===== config.mk =====
export PLATFORM = sky130hd
export DESIGN_NAME = nbw_paired_write
export DESIGN_NICKNAME = d
export VERILOG_FILES = /design/src/rtl/nbw_pkg.sv /design/src/rtl/nbw_datapath.sv /design/src/rtl/nbw_ctrl.sv /design/src/rtl/nbw_paired_write.sv
export SDC_FILE = /design/constraint.sdc
export NUM_CORES = 1
export LEC_CHECK = 0
export ABC_AREA = 1
export ABC_CLOCK_PERIOD_IN_PS = 3160
export BUFFER_PORTS_ARGS = -buffer_cell sky130_fd_sc_hd__buf_2
export CORE_ASPECT_RATIO = 1.5
export CORE_MARGIN = 2
export CORE_UTILIZATION = 54
export DETAILED_ROUTE_END_ITERATION = 10
export GPL_ROUTABILITY_DRIVEN = 0
export PLACE_DENSITY = 0.88
export SYNTH_ARGS = -nofsm -noshare
export SYNTH_HDL_FRONTEND = slang
export SYNTH_SLANG_ARGS = --single-unit

===== constraint.sdc =====
create_clock -name clk -period 3.16 [get_ports clk]
set_input_delay 0.158 -clock clk [delete_from_list [all_inputs] [get_ports clk]]
set_output_delay 0.158 -clock clk [all_outputs]
set_load 0.05 [all_outputs]

===== src/rtl/nbw_pkg.sv =====
package nbw_pkg;
  // Strobes from the control FSM to the datapath.
  typedef struct packed {
    logic loadEntry;  // capture the entry fields
    logic selSecond;  // present the second slot on the bus
  } nbwStrobe_t;

  typedef enum logic [1:0] {
    ST_IDLE   = 2'd0,
    ST_FIRST  = 2'd1,
    ST_SECOND = 2'd2,
    ST_FIN    = 2'd3
  } nbwState_t;
endpackage


===== src/rtl/nbw_datapath.sv =====
module nbw_datapath
  import nbw_pkg::*;
#(
  parameter int ADDR_W = 6,
  parameter int DATA_W = 8,
  parameter int TYPE_W = 2,
  parameter logic [TYPE_W-1:0] TYPE_CODE = 2'b10,
  localparam int UNIT_POS = TYPE_W,
  localparam int HALF_POS = TYPE_W + 1,
  localparam int A1_LO = TYPE_W + 2,
  localparam int V1_LO = A1_LO + ADDR_W,
  localparam int A2_LO = V1_LO + DATA_W,
  localparam int V2_LO = A2_LO + ADDR_W,
  localparam int ENTRY_W = V2_LO + DATA_W,
  localparam int HALF_W = DATA_W / 2
) (
  input  logic               clk,
  input  logic               rstN,
  input  logic [ENTRY_W-1:0] entryIn,
  input  nbwStrobe_t         strobes,
  input  logic               busValid,
  input  logic               busAck,
  output logic               typeOk,
  output logic               secondPresent,
  output logic               busUnit,
  output logic               busHalf,
  output logic [ADDR_W-1:0]  busAddr,
  output logic [DATA_W-1:0]  busData
);
  logic              unitQ, halfQ;
  logic [ADDR_W-1:0] addr1Q, addr2Q, addrSel;
  logic [DATA_W-1:0] val1Q, val2Q, valSel;

  assign typeOk = (entryIn[TYPE_W-1:0] == TYPE_CODE);

  always_ff @(posedge clk or negedge rstN) begin
    if (!rstN) begin
      unitQ  <= 1'b0;
      halfQ  <= 1'b0;
      addr1Q <= '0;
      addr2Q <= '0;
      val1Q  <= '0;
      val2Q  <= '0;
    end else if (strobes.loadEntry) begin
      unitQ  <= entryIn[UNIT_POS];
      halfQ  <= entryIn[HALF_POS];
      addr1Q <= entryIn[A1_LO +: ADDR_W];
      val1Q  <= entryIn[V1_LO +: DATA_W];
      addr2Q <= entryIn[A2_LO +: ADDR_W];
      val2Q  <= entryIn[V2_LO +: DATA_W];
    end
  end

  assign secondPresent = (addr2Q != '0);
  assign addrSel = strobes.selSecond ? addr2Q : addr1Q;
  assign valSel  = strobes.selSecond ? val2Q  : val1Q;

  assign busUnit = unitQ;
  assign busHalf = halfQ;
  // Full-size writes: the bus ignores the address LSB, so drive it low.
  assign busAddr = {addrSel[ADDR_W-1:1], addrSel[0] & halfQ};
  // Half-size writes: only the low half of the value is meaningful.
  assign busData = halfQ ? {{(DATA_W-HALF_W){1'b0}}, valSel[HALF_W-1:0]} : valSel;

  // the second slot is presented only when its address is nonzero
  assert_second_nonzero_R6: assert property (@(posedge clk) disable iff (!rstN)
    strobes.selSecond |-> (addr2Q != '0));

  // a held write keeps its fields until accepted
  assert_hold_stable_R7: assert property (@(posedge clk) disable iff (!rstN)
    (busValid && !busAck) |=> ($stable(busAddr) && $stable(busData)
                               && $stable(busUnit) && $stable(busHalf)));

  // half-size data never carries an upper half while presented
  assert_half_data_R3: assert property (@(posedge clk) disable iff (!rstN)
    (busValid && busHalf) |-> (busData[DATA_W-1:HALF_W] == '0));
endmodule


===== src/rtl/nbw_ctrl.sv =====
module nbw_ctrl
  import nbw_pkg::*;
(
  input  logic       clk,
  input  logic       rstN,
  input  logic       startIn,
  input  logic       typeOk,
  input  logic       secondPresent,
  input  logic       busAck,
  output nbwStrobe_t strobes,
  output logic       busValid,
  output logic       doneOut
);
  nbwState_t stateQ, stateD;

  always_comb begin
    stateD = stateQ;
    unique case (stateQ)
      ST_IDLE:   if (startIn && typeOk) stateD = ST_FIRST;
      ST_FIRST:  if (busAck) stateD = secondPresent ? ST_SECOND : ST_FIN;
      ST_SECOND: if (busAck) stateD = ST_FIN;
      ST_FIN:    stateD = ST_IDLE;
      default:   stateD = ST_IDLE;
    endcase
  end

  always_ff @(posedge clk or negedge rstN) begin
    if (!rstN) stateQ <= ST_IDLE;
    else       stateQ <= stateD;
  end

  assign strobes.loadEntry = (stateQ == ST_IDLE) && startIn && typeOk;
  assign strobes.selSecond = (stateQ == ST_SECOND);
  assign busValid = (stateQ == ST_FIRST) || (stateQ == ST_SECOND);
  assign doneOut  = (stateQ == ST_FIN);

  // completion is a single-cycle pulse
  assert_done_pulse_R8: assert property (@(posedge clk) disable iff (!rstN)
    doneOut |=> !doneOut);

  // completion follows an accepted write
  assert_done_after_ack_R8: assert property (@(posedge clk) disable iff (!rstN)
    doneOut |-> $past(busValid && busAck));

  // a presented write is not withdrawn before acceptance
  assert_valid_held_R7: assert property (@(posedge clk) disable iff (!rstN)
    (busValid && !busAck) |=> busValid);

  // a new entry is never captured while busy
  assert_no_load_busy_R9: assert property (@(posedge clk) disable iff (!rstN)
    strobes.loadEntry |-> (!busValid && !doneOut));
endmodule


===== src/rtl/nbw_paired_write.sv =====
module nbw_paired_write
  import nbw_pkg::*;
#(
  parameter int ADDR_W = 6,
  parameter int DATA_W = 8,
  parameter int TYPE_W = 2,
  parameter logic [TYPE_W-1:0] TYPE_CODE = 2'b10,
  localparam int ENTRY_W = TYPE_W + 2 + 2 * (ADDR_W + DATA_W)
) (
  input  logic               clk,
  input  logic               rstN,
  input  logic               startIn,
  input  logic [ENTRY_W-1:0] entryIn,
  output logic               busValid,
  input  logic               busAck,
  output logic               busUnit,
  output logic               busHalf,
  output logic [ADDR_W-1:0]  busAddr,
  output logic [DATA_W-1:0]  busData,
  output logic               doneOut
);
  nbwStrobe_t strobes;
  logic       typeOk;
  logic       secondPresent;

  nbw_ctrl ctrl_i (
    .clk           (clk),
    .rstN          (rstN),
    .startIn       (startIn),
    .typeOk        (typeOk),
    .secondPresent (secondPresent),
    .busAck        (busAck),
    .strobes       (strobes),
    .busValid      (busValid),
    .doneOut       (doneOut)
  );

  nbw_datapath #(
    .ADDR_W    (ADDR_W),
    .DATA_W    (DATA_W),
    .TYPE_W    (TYPE_W),
    .TYPE_CODE (TYPE_CODE)
  ) dp_i (
    .clk           (clk),
    .rstN          (rstN),
    .entryIn       (entryIn),
    .strobes       (strobes),
    .busValid      (busValid),
    .busAck        (busAck),
    .typeOk        (typeOk),
    .secondPresent (secondPresent),
    .busUnit       (busUnit),
    .busHalf       (busHalf),
    .busAddr       (busAddr),
    .busData       (busData)
  );

  // idle outputs right after reset release
  assert_reset_idle_R1: assert property (@(posedge clk)
    !rstN |=> (!busValid && !doneOut));
endmodule


---- Word level (Yosys, flattened, before mapping) ----
Cells that the tools add are included.
storage, ports and cells
  flip-flop bits (word level) ............. 32
cells by class
  eq/ne operators ......................... 7
  muxes and demuxes ....................... 8
  bitwise gates (word level) .............. 1
  reductions and logical operators ........ 7
operators with widths
  operator            count
  $mux 8              2
  $pmux 2 s4          1
  $eq 2x2->1 const B  3
  $mux 2              3
  $mux 6              1
  $reduce_bool 6->1   1
  $ne 2x2->1 const B  2
  $logic_and 1x1->1   3
  $reduce_and 3->1    1
  $eq 2x1->1 const B  1
  $logic_not 2->1     1
  $ne 2x1->1 const B  1
  $and 1x1->1         1
  $logic_or 1x1->1    1
  $mux 1              1

---- Logic depth before layout (Yosys ltp) ----
Gate-level depths: netlist of run 1.
  word-level depth ........................ 4
  depth in mapped cells ................... 7
  depth with buffers taken out ............ 6

---- Hierarchy ----
A second synthesis of run 1 with hierarchy kept.
second synthesis, totals
  cell total of the unflattened synthesis .. 204
  area, all modules ....................... 1630.3 um^2
modules (own cells, without submodules)
  module        instances  cells each  area each (um^2)
  nbw_datapath  1          174         1416.4
  nbw_ctrl      1          30          214.0

---- Worst setup path after synthesis of run 1 ----
OpenSTA, ideal clock, no wires.
  path kind ............................... register -> output
  start point ............................. reg ctrl_i.stateQ[0]
  end point ............................... out busData[3]
  data arrival time ....................... 2.060 ns
  data required time ...................... 3.002 ns
  setup slack ............................. 0.942 ns
  cell stages (with the launch flop) ...... 6
  buffers on the path ..................... 2
  cell sequence ........................... dfrtp_1 -> inv_1 -> ha_1 -> buf_6 -> buf_2 -> o21ai_0
on the way
  longest elaborated chain between the ends .. 3
RTL lines
  element                 RTL line                text
  start, declared         nbw_ctrl.sv:14          nbwState_t stateQ, stateD;
  start signal, assigned  nbw_ctrl.sv:29          else stateQ <= stateD;
  $eq 2x2->1              nbw_ctrl.sv:33          assign strobes.selSecond = (stateQ == ST_SECOND);
  $mux 8                  nbw_datapath.sv:56      assign valSel = strobes.selSecond ? val2Q : val1Q;
  $mux 8                  nbw_datapath.sv:63      assign busData = halfQ ? {{(DATA_W-HALF_W){1'b0}}, valSel[HALF_W-1:0]} : valSel;
  end, declared           nbw_paired_write.sv:19  output logic [DATA_W-1:0] busData,
No other way between the ends.

---- Worst setup path after layout of run 1 ----
  start point ............................. reg ctrl_i.stateQ[0]
  end point ............................... out busAddr[0]
on the way
  longest elaborated chain between the ends .. 3
RTL lines
  element        RTL line                text
  $eq 2x2->1     nbw_ctrl.sv:33
  $mux 6         nbw_datapath.sv:55      assign addrSel = strobes.selSecond ? addr2Q : addr1Q;
  $and 1x1->1    nbw_datapath.sv:61      assign busAddr = {addrSel[ADDR_W-1:1], addrSel[0] & halfQ};
  end, declared  nbw_paired_write.sv:18  output logic [ADDR_W-1:0] busAddr,
No other way between the ends.

==> impl_metrics.env, run 1 <==
export IMPL_cts_resized=0
export IMPL_cp_max_fo=18
export IMPL_wire_per_inst_um=10.8
export IMPL_post_route_util=0.689
export IMPL_syn_inst=197
export IMPL_grtUsageTotal=0.196
export IMPL_stdcell_area_um2=2030
export IMPL_drv_cap=0
export IMPL_hold_path_class="input pin to register"
export IMPL_slew_limit_headroom=0.547
export IMPL_ioPinCount=54
export IMPL_setup_viol=0
export IMPL_io_buffers=53
export IMPL_route_detailed_drc=0
export IMPL_htree_levels=2
export IMPL_dr_pass1_iters=4
export IMPL_ys_seq_area_frac=0.477
export IMPL_wl_um=3130
export IMPL_finalCriticalPeriod_ns=2.12
export IMPL_hpwl_um=2270
export IMPL_antenna_left=0
export IMPL_tightest_slew_ns=0.679
export IMPL_die_h_um=72.3
export IMPL_ys_warn_count=0
export IMPL_hold_viol_final=0
export IMPL_end_kind="output port"
export IMPL_synth_nets=238
export IMPL_overflow=0
export IMPL_critPathArrivalTime_ns=1.96
export IMPL_dr_first_iter_drc_count=32
export IMPL_cts_sinks=32
export IMPL_cts_tree="yes"
export IMPL_cts_buffers=5
export IMPL_ys_types=17
export IMPL_clockRootBuffer="clkbuf_8"
export IMPL_detail_route_vias_per_cell=4.63
export IMPL_syn_area_um2=1680
export IMPL_status="complete, no violations"
export IMPL_tns_ns=0
export IMPL_clock_fmax_mhz=472
export IMPL_grt_max_degree=33
export IMPL_finalCritPeriodShare=0.671
export IMPL_ir_drop_mv=0.757
export IMPL_grt_pass1_wl_um=5180
export IMPL_crit_type="register to output port"
export IMPL_dieWidth_um=49.5
export IMPL_n_antenna_cell=0
export IMPL_area_delta_synth_final_pct=20.7
export IMPL_start_util=0.571
export IMPL_row_count=24
export IMPL_start_kind="register"
export IMPL_vias=1343
export IMPL_design_core_area_um2=2940
export IMPL_die_area_um2=3580
export IMPL_dpl_cell_area_um2=1920
export IMPL_rsz0062_at_grt="false"
export IMPL_n_fill_cell=273
export IMPL_power_density_nw_per_um2=1160
export IMPL_antenna_found_initial=0
export IMPL_nNetsFinal=292
export IMPL_grt_pass1_vias=1240
export IMPL_cts_path_max_buffers=2
export IMPL_hold_depth=3
export IMPL_p_leak_uw=0.00118
export IMPL_worstRegToRegCells=6
export IMPL_clock_latency_ns=0.28
export IMPL_drive_above_1_share=0.335
export IMPL_required_ns=3.00
export IMPL_slew_violations=0
export IMPL_syn_area_per_cell_um2=8.52
export IMPL_cts_clk_slew_worst_paths_ns=0.06
export IMPL_yosys_register_bits=32
export IMPL_clock_skew_ns=0.00290
-- cell families after synthesis --
logic type / share of synthesized area
flip-flops: 0.477
AND/OR/NAND/NOR: 0.181
AO/OA/AOI/OAI: 0.177
adder cells (fa/ha/maj): 0.0373
buffers and inverters: 0.128
-- path summary, 6_finish.rpt --
| check | start | end | slack (ns) |
|---|---|---|---|
| worst max-delay path | ctrl_i.stateQ[0]$_DFFE_PN0P_ | busAddr[0] | 1.04 |
| max in group asynchronous | rstN | dp_i.val2Q[2]$_DFFE_PN0P_ | 2.27 |
| worst max register to register | ctrl_i.stateQ[1]$_DFFE_PN0P_ | dp_i.busHalf$_DFFE_PN0P_ | 1.22 |
| min in group asynchronous | rstN | dp_i.addr1Q[5]$_DFFE_PN0P_ | 0.44 |
| worst min-delay path | entryIn[30] | dp_i.val2Q[6]$_DFFE_PN0P_ | 0.11 |
| worst min register to register | dp_i.addr1Q[4]$_DFFE_PN0P_ | dp_i.addr1Q[4]$_DFFE_PN0P_ | 0.48 |
-- routing by layer --
| layer | track usage | part of all wire | up-vias |
|---|---|---|---|
| met2 | 0.316 | 0.50 | 41 |
| met5 | 0 | 0 | - |
| met3 | 0.0370 | 0.051 | 5 |
| li1 | - | - | 708 |
| met1 | 0.233 | 0.42 | 589 |
| met4 | 0.139 | 0.027 | 0 |
-- worst max-delay path, cell delays in order (launching register included) --
cell     delay, ns
dfrtp_1       0.41
inv_1         0.10
ha_1          0.20
buf_4         0.20
inv_1         0.31
nor2_1        0.08
nor2_1        0.12
buf_2         0.27
-- metrics by stage --
stage | instances | setup slack, ns | power (uW) | hold WS [ns]
6_report | 290 | 1.04 | 2350 | 0.105
5_1_grt | 290 | 0.875 | 2510 | 0.108
4_1_cts | 290 | 1.00 | 2380 | 0.0961
3_5_place_dp | 282 | 1.23 | 2040 | 0.241
3_3_place_gp | 282 | 1.29 | 2010 | 0.235
2_1_floorplan | 197 | 0.942 | 1780 | -0.138
-- Yosys cell counts, drive strengths merged --
master,instances,share of area
a21oi,4,0.019
buf,9,0.052
dfrtp,32,0.48
ha,5,0.037
inv,34,0.076
nand2,55,0.12
nand3,1,0.0030
nand4,1,0.013
nor2,19,0.042
o211ai,1,0.0045
o21ai,35,0.14
o21bai,1,0.011
-- timing repair --
action / CTS / global route
hold buffers: 1 / 0
endpoints found under the hold margin: 32 / 0
setup buffers: 0 / 0
-- cell type report --
| cell class | count | area, um2 | share of cell area |
|---|---|---|---|
| Sequential cell | 32 | 801 | 0.395 |
| Clock buffer | 7 | 96.3 | 0.0475 |
| Inverter | 34 | 128 | 0.0630 |
| Multi-Input combinational cell | 122 | 663 | 0.327 |
| Tap cell | 39 | 48.8 | 0.0241 |
| Timing Repair Buffer | 56 | 290 | 0.143 |
-- registers in the layout (all words and copies together) (netlist names) --
name / flops
dp_i.val2Q: 8
dp_i.addr1Q: 6
dp_i.busUnit: 1
dp_i.addr2Q: 6
dp_i.busHalf: 1
ctrl_i.stateQ: 2
dp_i.val1Q: 8
-- power breakdown --
part           internal [uW]  switching, uW  total (uW)  leakage, uW
registers                604            116         721     0.000395
logic                    349            952        1300     0.000735
clock network            194            139         333    0.0000503
total                   1150           1210        2350      0.00118
-- layout by cell type (no fill, tap or decap), types with 5 or more instances in the layout --
cell type	n
o21ai_1	10
ha_1	5
nor2_1	19
buf_2	53
inv_1	34
o21ai_0	8
nand2_1	55
clkbuf_8	7
o21ai_2	17
dfrtp_1	32
No activity file was read; power rests on OpenSTA's default activity.
==> inputs of run 2 (changes only) <==
--- a/config.mk
+++ b/config.mk
@@ -5,15 +5,15 @@
 export SDC_FILE = /design/constraint.sdc
 export NUM_CORES = 1
 export LEC_CHECK = 0
-export ABC_AREA = 1
-export ABC_CLOCK_PERIOD_IN_PS = 3160
+export ABC_AREA = 0
+export ABC_CLOCK_PERIOD_IN_PS = 1900
 export BUFFER_PORTS_ARGS = -buffer_cell sky130_fd_sc_hd__buf_2
 export CORE_ASPECT_RATIO = 1.5
 export CORE_MARGIN = 2
-export CORE_UTILIZATION = 54
+export CORE_UTILIZATION = 45
 export DETAILED_ROUTE_END_ITERATION = 10
 export GPL_ROUTABILITY_DRIVEN = 0
-export PLACE_DENSITY = 0.88
+export PLACE_DENSITY = 0.79
 export SYNTH_ARGS = -nofsm -noshare
 export SYNTH_HDL_FRONTEND = slang
 export SYNTH_SLANG_ARGS = --single-unit
==> constraint.sdc (replaced) <==
create_clock -name clk -period 1.9 [get_ports clk]
set_input_delay 0.095 -clock clk [delete_from_list [all_inputs] [get_ports clk]]
set_output_delay 0.095 -clock clk [all_outputs]
set_load 0.05 [all_outputs]
==> run 2 against run 1 <==
Effect of this change:
- hold slack worse by 0.068 ns
- first-iteration DRC count is 78% lower
- global-route usage is 2.5 points lower
- area after synthesis is 2.7% lower
- clock-buffer cell count stayed put
- total power is 87% higher
- highest routed layer unchanged
- via count is 24% lower
- clock skew is 0.0012 ns lower
- largest cell class unchanged
- register-to-register slack worse by 0.91 ns
- worst setup slack worse by 0.96 ns
- non-clock buffer count is 1 higher
- clock power is 110% higher
==> impl_metrics.env, run 2 <==
export IMPL_status="complete, no violations"
export IMPL_ioPinCount=54
export IMPL_power_switching_uw=1930
export IMPL_ir_drop_mv=1.09
export IMPL_syn_area_per_cell_um2=16.0
export IMPL_io_buffers=53
export IMPL_cts_clk_slew_worst_paths_ns=0.07
export IMPL_synth_commonest_cells="dfrtp_1 (32), mux2_4 (30), mux2_2 (10)"
export IMPL_synthArstFlopShare=1.00
export IMPL_mostFrequentLayoutCells="buf_2 (53), dfrtp_1 (32), mux2_4 (30)"
export IMPL_clock_skew_ns=0.00171
export IMPL_clkPwrFrac=0.162
export IMPL_critical_path_max_stage_delay_ns=0.42
export IMPL_cts_buffers=5
export IMPL_path_delay_family="buffers and inverters"
export IMPL_path_buf_inv=3
export IMPL_finalCriticalPeriod_ns=1.82
export IMPL_crit_type="register to output port"
export IMPL_slowest_stage="dfrtp_1"
export IMPL_antenna_found_initial=0
export IMPL_pwr_share_seq=0.287
export IMPL_synth_top_flop_cell="dfrtp_1"
export IMPL_whs_ns=0.0368
export IMPL_finalCritPeriodShare=0.960
export IMPL_synthMuxAreaShare=0.381
export IMPL_p_leak_uw=0.00114
export IMPL_seqCellArea_um2=801
export IMPL_synth_edf_count=0
export IMPL_nNetsFinal=202
export IMPL_switching_share=0.439
export IMPL_synth_compound_area_frac=0.0145
export IMPL_dr_first_iter_drc_count=7
export IMPL_slew_limit_headroom=0.535
export IMPL_power_density_nw_per_um2=2100
export IMPL_end_kind="output port"
export IMPL_vias=1019
export IMPL_row_count=26
export IMPL_n_antenna_cell=0
export IMPL_multiInputGateArea_um2=785
export IMPL_hold_depth=2
export IMPL_cp_num_cells=5
export IMPL_power_frac_comb=0.551
export IMPL_cts_tree="yes"
export IMPL_worstRegToRegCells=5
export IMPL_drv_cap=0
export IMPL_power_total_uw=4400
export IMPL_syn_area_um2=1630
export IMPL_clockRootBuffer="clkbuf_8"
export IMPL_hold_path_class="input pin to register"
export IMPL_rsz0062_at_grt="false"
export IMPL_synth_top_family_by_area="multiplexers"
export IMPL_synth_area_top_cells="dfrtp_1 (49%), mux2_4 (28%), mux2_2 (6.9%)"
export IMPL_grt_max_degree=33
export IMPL_clock_latency_ns=0.28
export IMPL_synthSimpleGateAreaFrac=0.0444
export IMPL_synth_xor_area_frac=0
export IMPL_tightest_slew_ns=0.697
export IMPL_htree_levels=2
export IMPL_route_detailed_drc=0
export IMPL_hold_viol_final=0
export IMPL_n_fill_cell=279
export IMPL_cts_sinks=32
export IMPL_slew_violations=0
export IMPL_yosys_register_bits=32
export IMPL_synth_top_area_share=0.490
export IMPL_top_regs="dp_i.val1Q: 8 flops, dp_i.val2Q: 8 flops"
export IMPL_required_ns=1.80
export IMPL_hpwl_um=2400
export IMPL_start_util=0.474
export IMPL_stdcell_area_um2=2090
export IMPL_cts_path_max_buffers=2
export IMPL_worstPathCellList="inv_2 -> ha_2 -> buf_6 -> mux2_2 -> buf_2"
export IMPL_synth_nets=143
export IMPL_dieWidth_um=53.2
export IMPL_grt_pass1_vias=1069
export IMPL_start_kind="register"
export IMPL_wire_per_inst_um=15.9
export IMPL_layout_commonest_cell="buf_2"
export IMPL_dpl_cell_area_um2=1940
export IMPL_internal_power_uw=2470
export IMPL_critPathArrivalTime_ns=1.73
export IMPL_drive_above_1_share=0.667
export IMPL_die_h_um=77.8
export IMPL_overflow=0
export IMPL_wl_um=3240
export IMPL_detail_route_vias_per_cell=5.00
export IMPL_die_area_um2=4140
export IMPL_syn_inst=102
export IMPL_yosysMostFrequentCell="dfrtp_1"
export IMPL_tns_ns=0
export IMPL_setup_viol=0
export IMPL_yosys_area_share_adder=0.0383
export IMPL_design_core_area_um2=3450
export IMPL_ys_warn_count=0
export IMPL_grt_pass1_wl_um=5120
export IMPL_area_delta_synth_final_pct=27.9
export IMPL_antenna_left=0
export IMPL_clock_fmax_mhz=548
export IMPL_ys_types=16
export IMPL_yosys_area_top_type="dfrtp_1"
export IMPL_cts_setup_buffers=0
export IMPL_ys_seq_area_frac=0.490
export IMPL_grtUsageTotal=0.171
export IMPL_cp_max_fo=7
export IMPL_dr_pass1_iters=4
==> run 2: cell types whose count changed in the layout (fill, tap and decap cells not counted), moves of 14 or more <==
cell / change
nand2_1: -55
nor2_1: -14
o21ai_2: -17
mux2_4: +30
inv_1: -33
==> run 2: worst paths after layout <==
| path | start | endpoint | slack (ns) |
|---|---|---|---|
| setup / recovery | ctrl_i.stateQ[0]$_DFFE_PN0P_ | busData[1] | 0.08 |
| hold / removal | entryIn[10] | dp_i.val1Q[0]$_DFFE_PN0P_ | 0.04 |
| setup reg to reg | ctrl_i.stateQ[1]$_DFFE_PN0P_ | dp_i.val2Q[0]$_DFFE_PN0P_ | 0.31 |
| hold reg to reg | dp_i.val2Q[1]$_DFFE_PN0P_ | dp_i.val2Q[1]$_DFFE_PN0P_ | 0.51 |
| max in group asynchronous | rstN | dp_i.val2Q[4]$_DFFE_PN0P_ | 1.06 |
| min in group asynchronous | rstN | dp_i.val2Q[0]$_DFFE_PN0P_ | 0.39 |
==> run 2: power groups by stage <==
stage          sequential, uW  combinational (uW)  clock [uW]
6_report                 1260                2420         715
5_1_grt                  1310                2560         757
4_1_cts                  1260                2430         735
3_5_place_dp             1270                2410           0
3_3_place_gp             1240                2370           0
2_1_floorplan            1260                1920           0
==> run 2: area by class of cell <==
| cell class | count | share of cell area |
|---|---|---|
| Multi-Input combinational cell | 63 | 0.375 |
| Sequential cell | 32 | 0.383 |
| Clock buffer | 7 | 0.0461 |
| Tap cell | 42 | 0.0251 |
| Inverter | 2 | 0.00359 |
| Clock inverter | 1 | 0.0144 |
| Timing Repair Buffer | 57 | 0.152 |
==> run 2: kinds of logic after synthesis <==
family,count (synthesis)
muxes,46
DFF,32
and+or+nand+nor,10
buffers and inverters,7
adders and majority gates,5
AOI/OAI and AO/OA,2
==> run 2: worst reg2reg max path: cells and delay by family, from the launching register on <==
kind                       cells  cell delay [ns]
and+or+nand+nor                1             0.12
adders and majority gates      1             0.24
buffers and inverters          2             0.34
muxes                          1             0.34
DFF                            1             0.42
==> run 2: timing repair <==
action / in CTS / in global routing
endpoints found under the setup margin: 10 / 10
hold endpoints to repair: 32 / 0
cloned: 0 / 0
pin swaps: 0 / 0
resized for setup: 1 / 3
hold buffers: 1 / 0
==> run 2: per-layer routing <==
layer	GRT usage	wire length, um	vias up
met2	0.280	1690	36
li1	-	-	481
met1	0.193	1330	498
met5	0	0	-
met4	0.0846	29	0
met3	0.0519	197	4
==> run 2: per-stage QoR <==
| stage | util | worst slack, ns | cells |
|---|---|---|---|
| after floorplan | - | 0.0190 | 102 |
| after global placement | 0.563 | 0.361 | 195 |
| after detailed placement | 0.563 | 0.292 | 195 |
| after CTS | 0.603 | 0.0259 | 204 |
| after global routing | 0.606 | 0.0114 | 204 |
| final | 0.606 | 0.0765 | 204 |
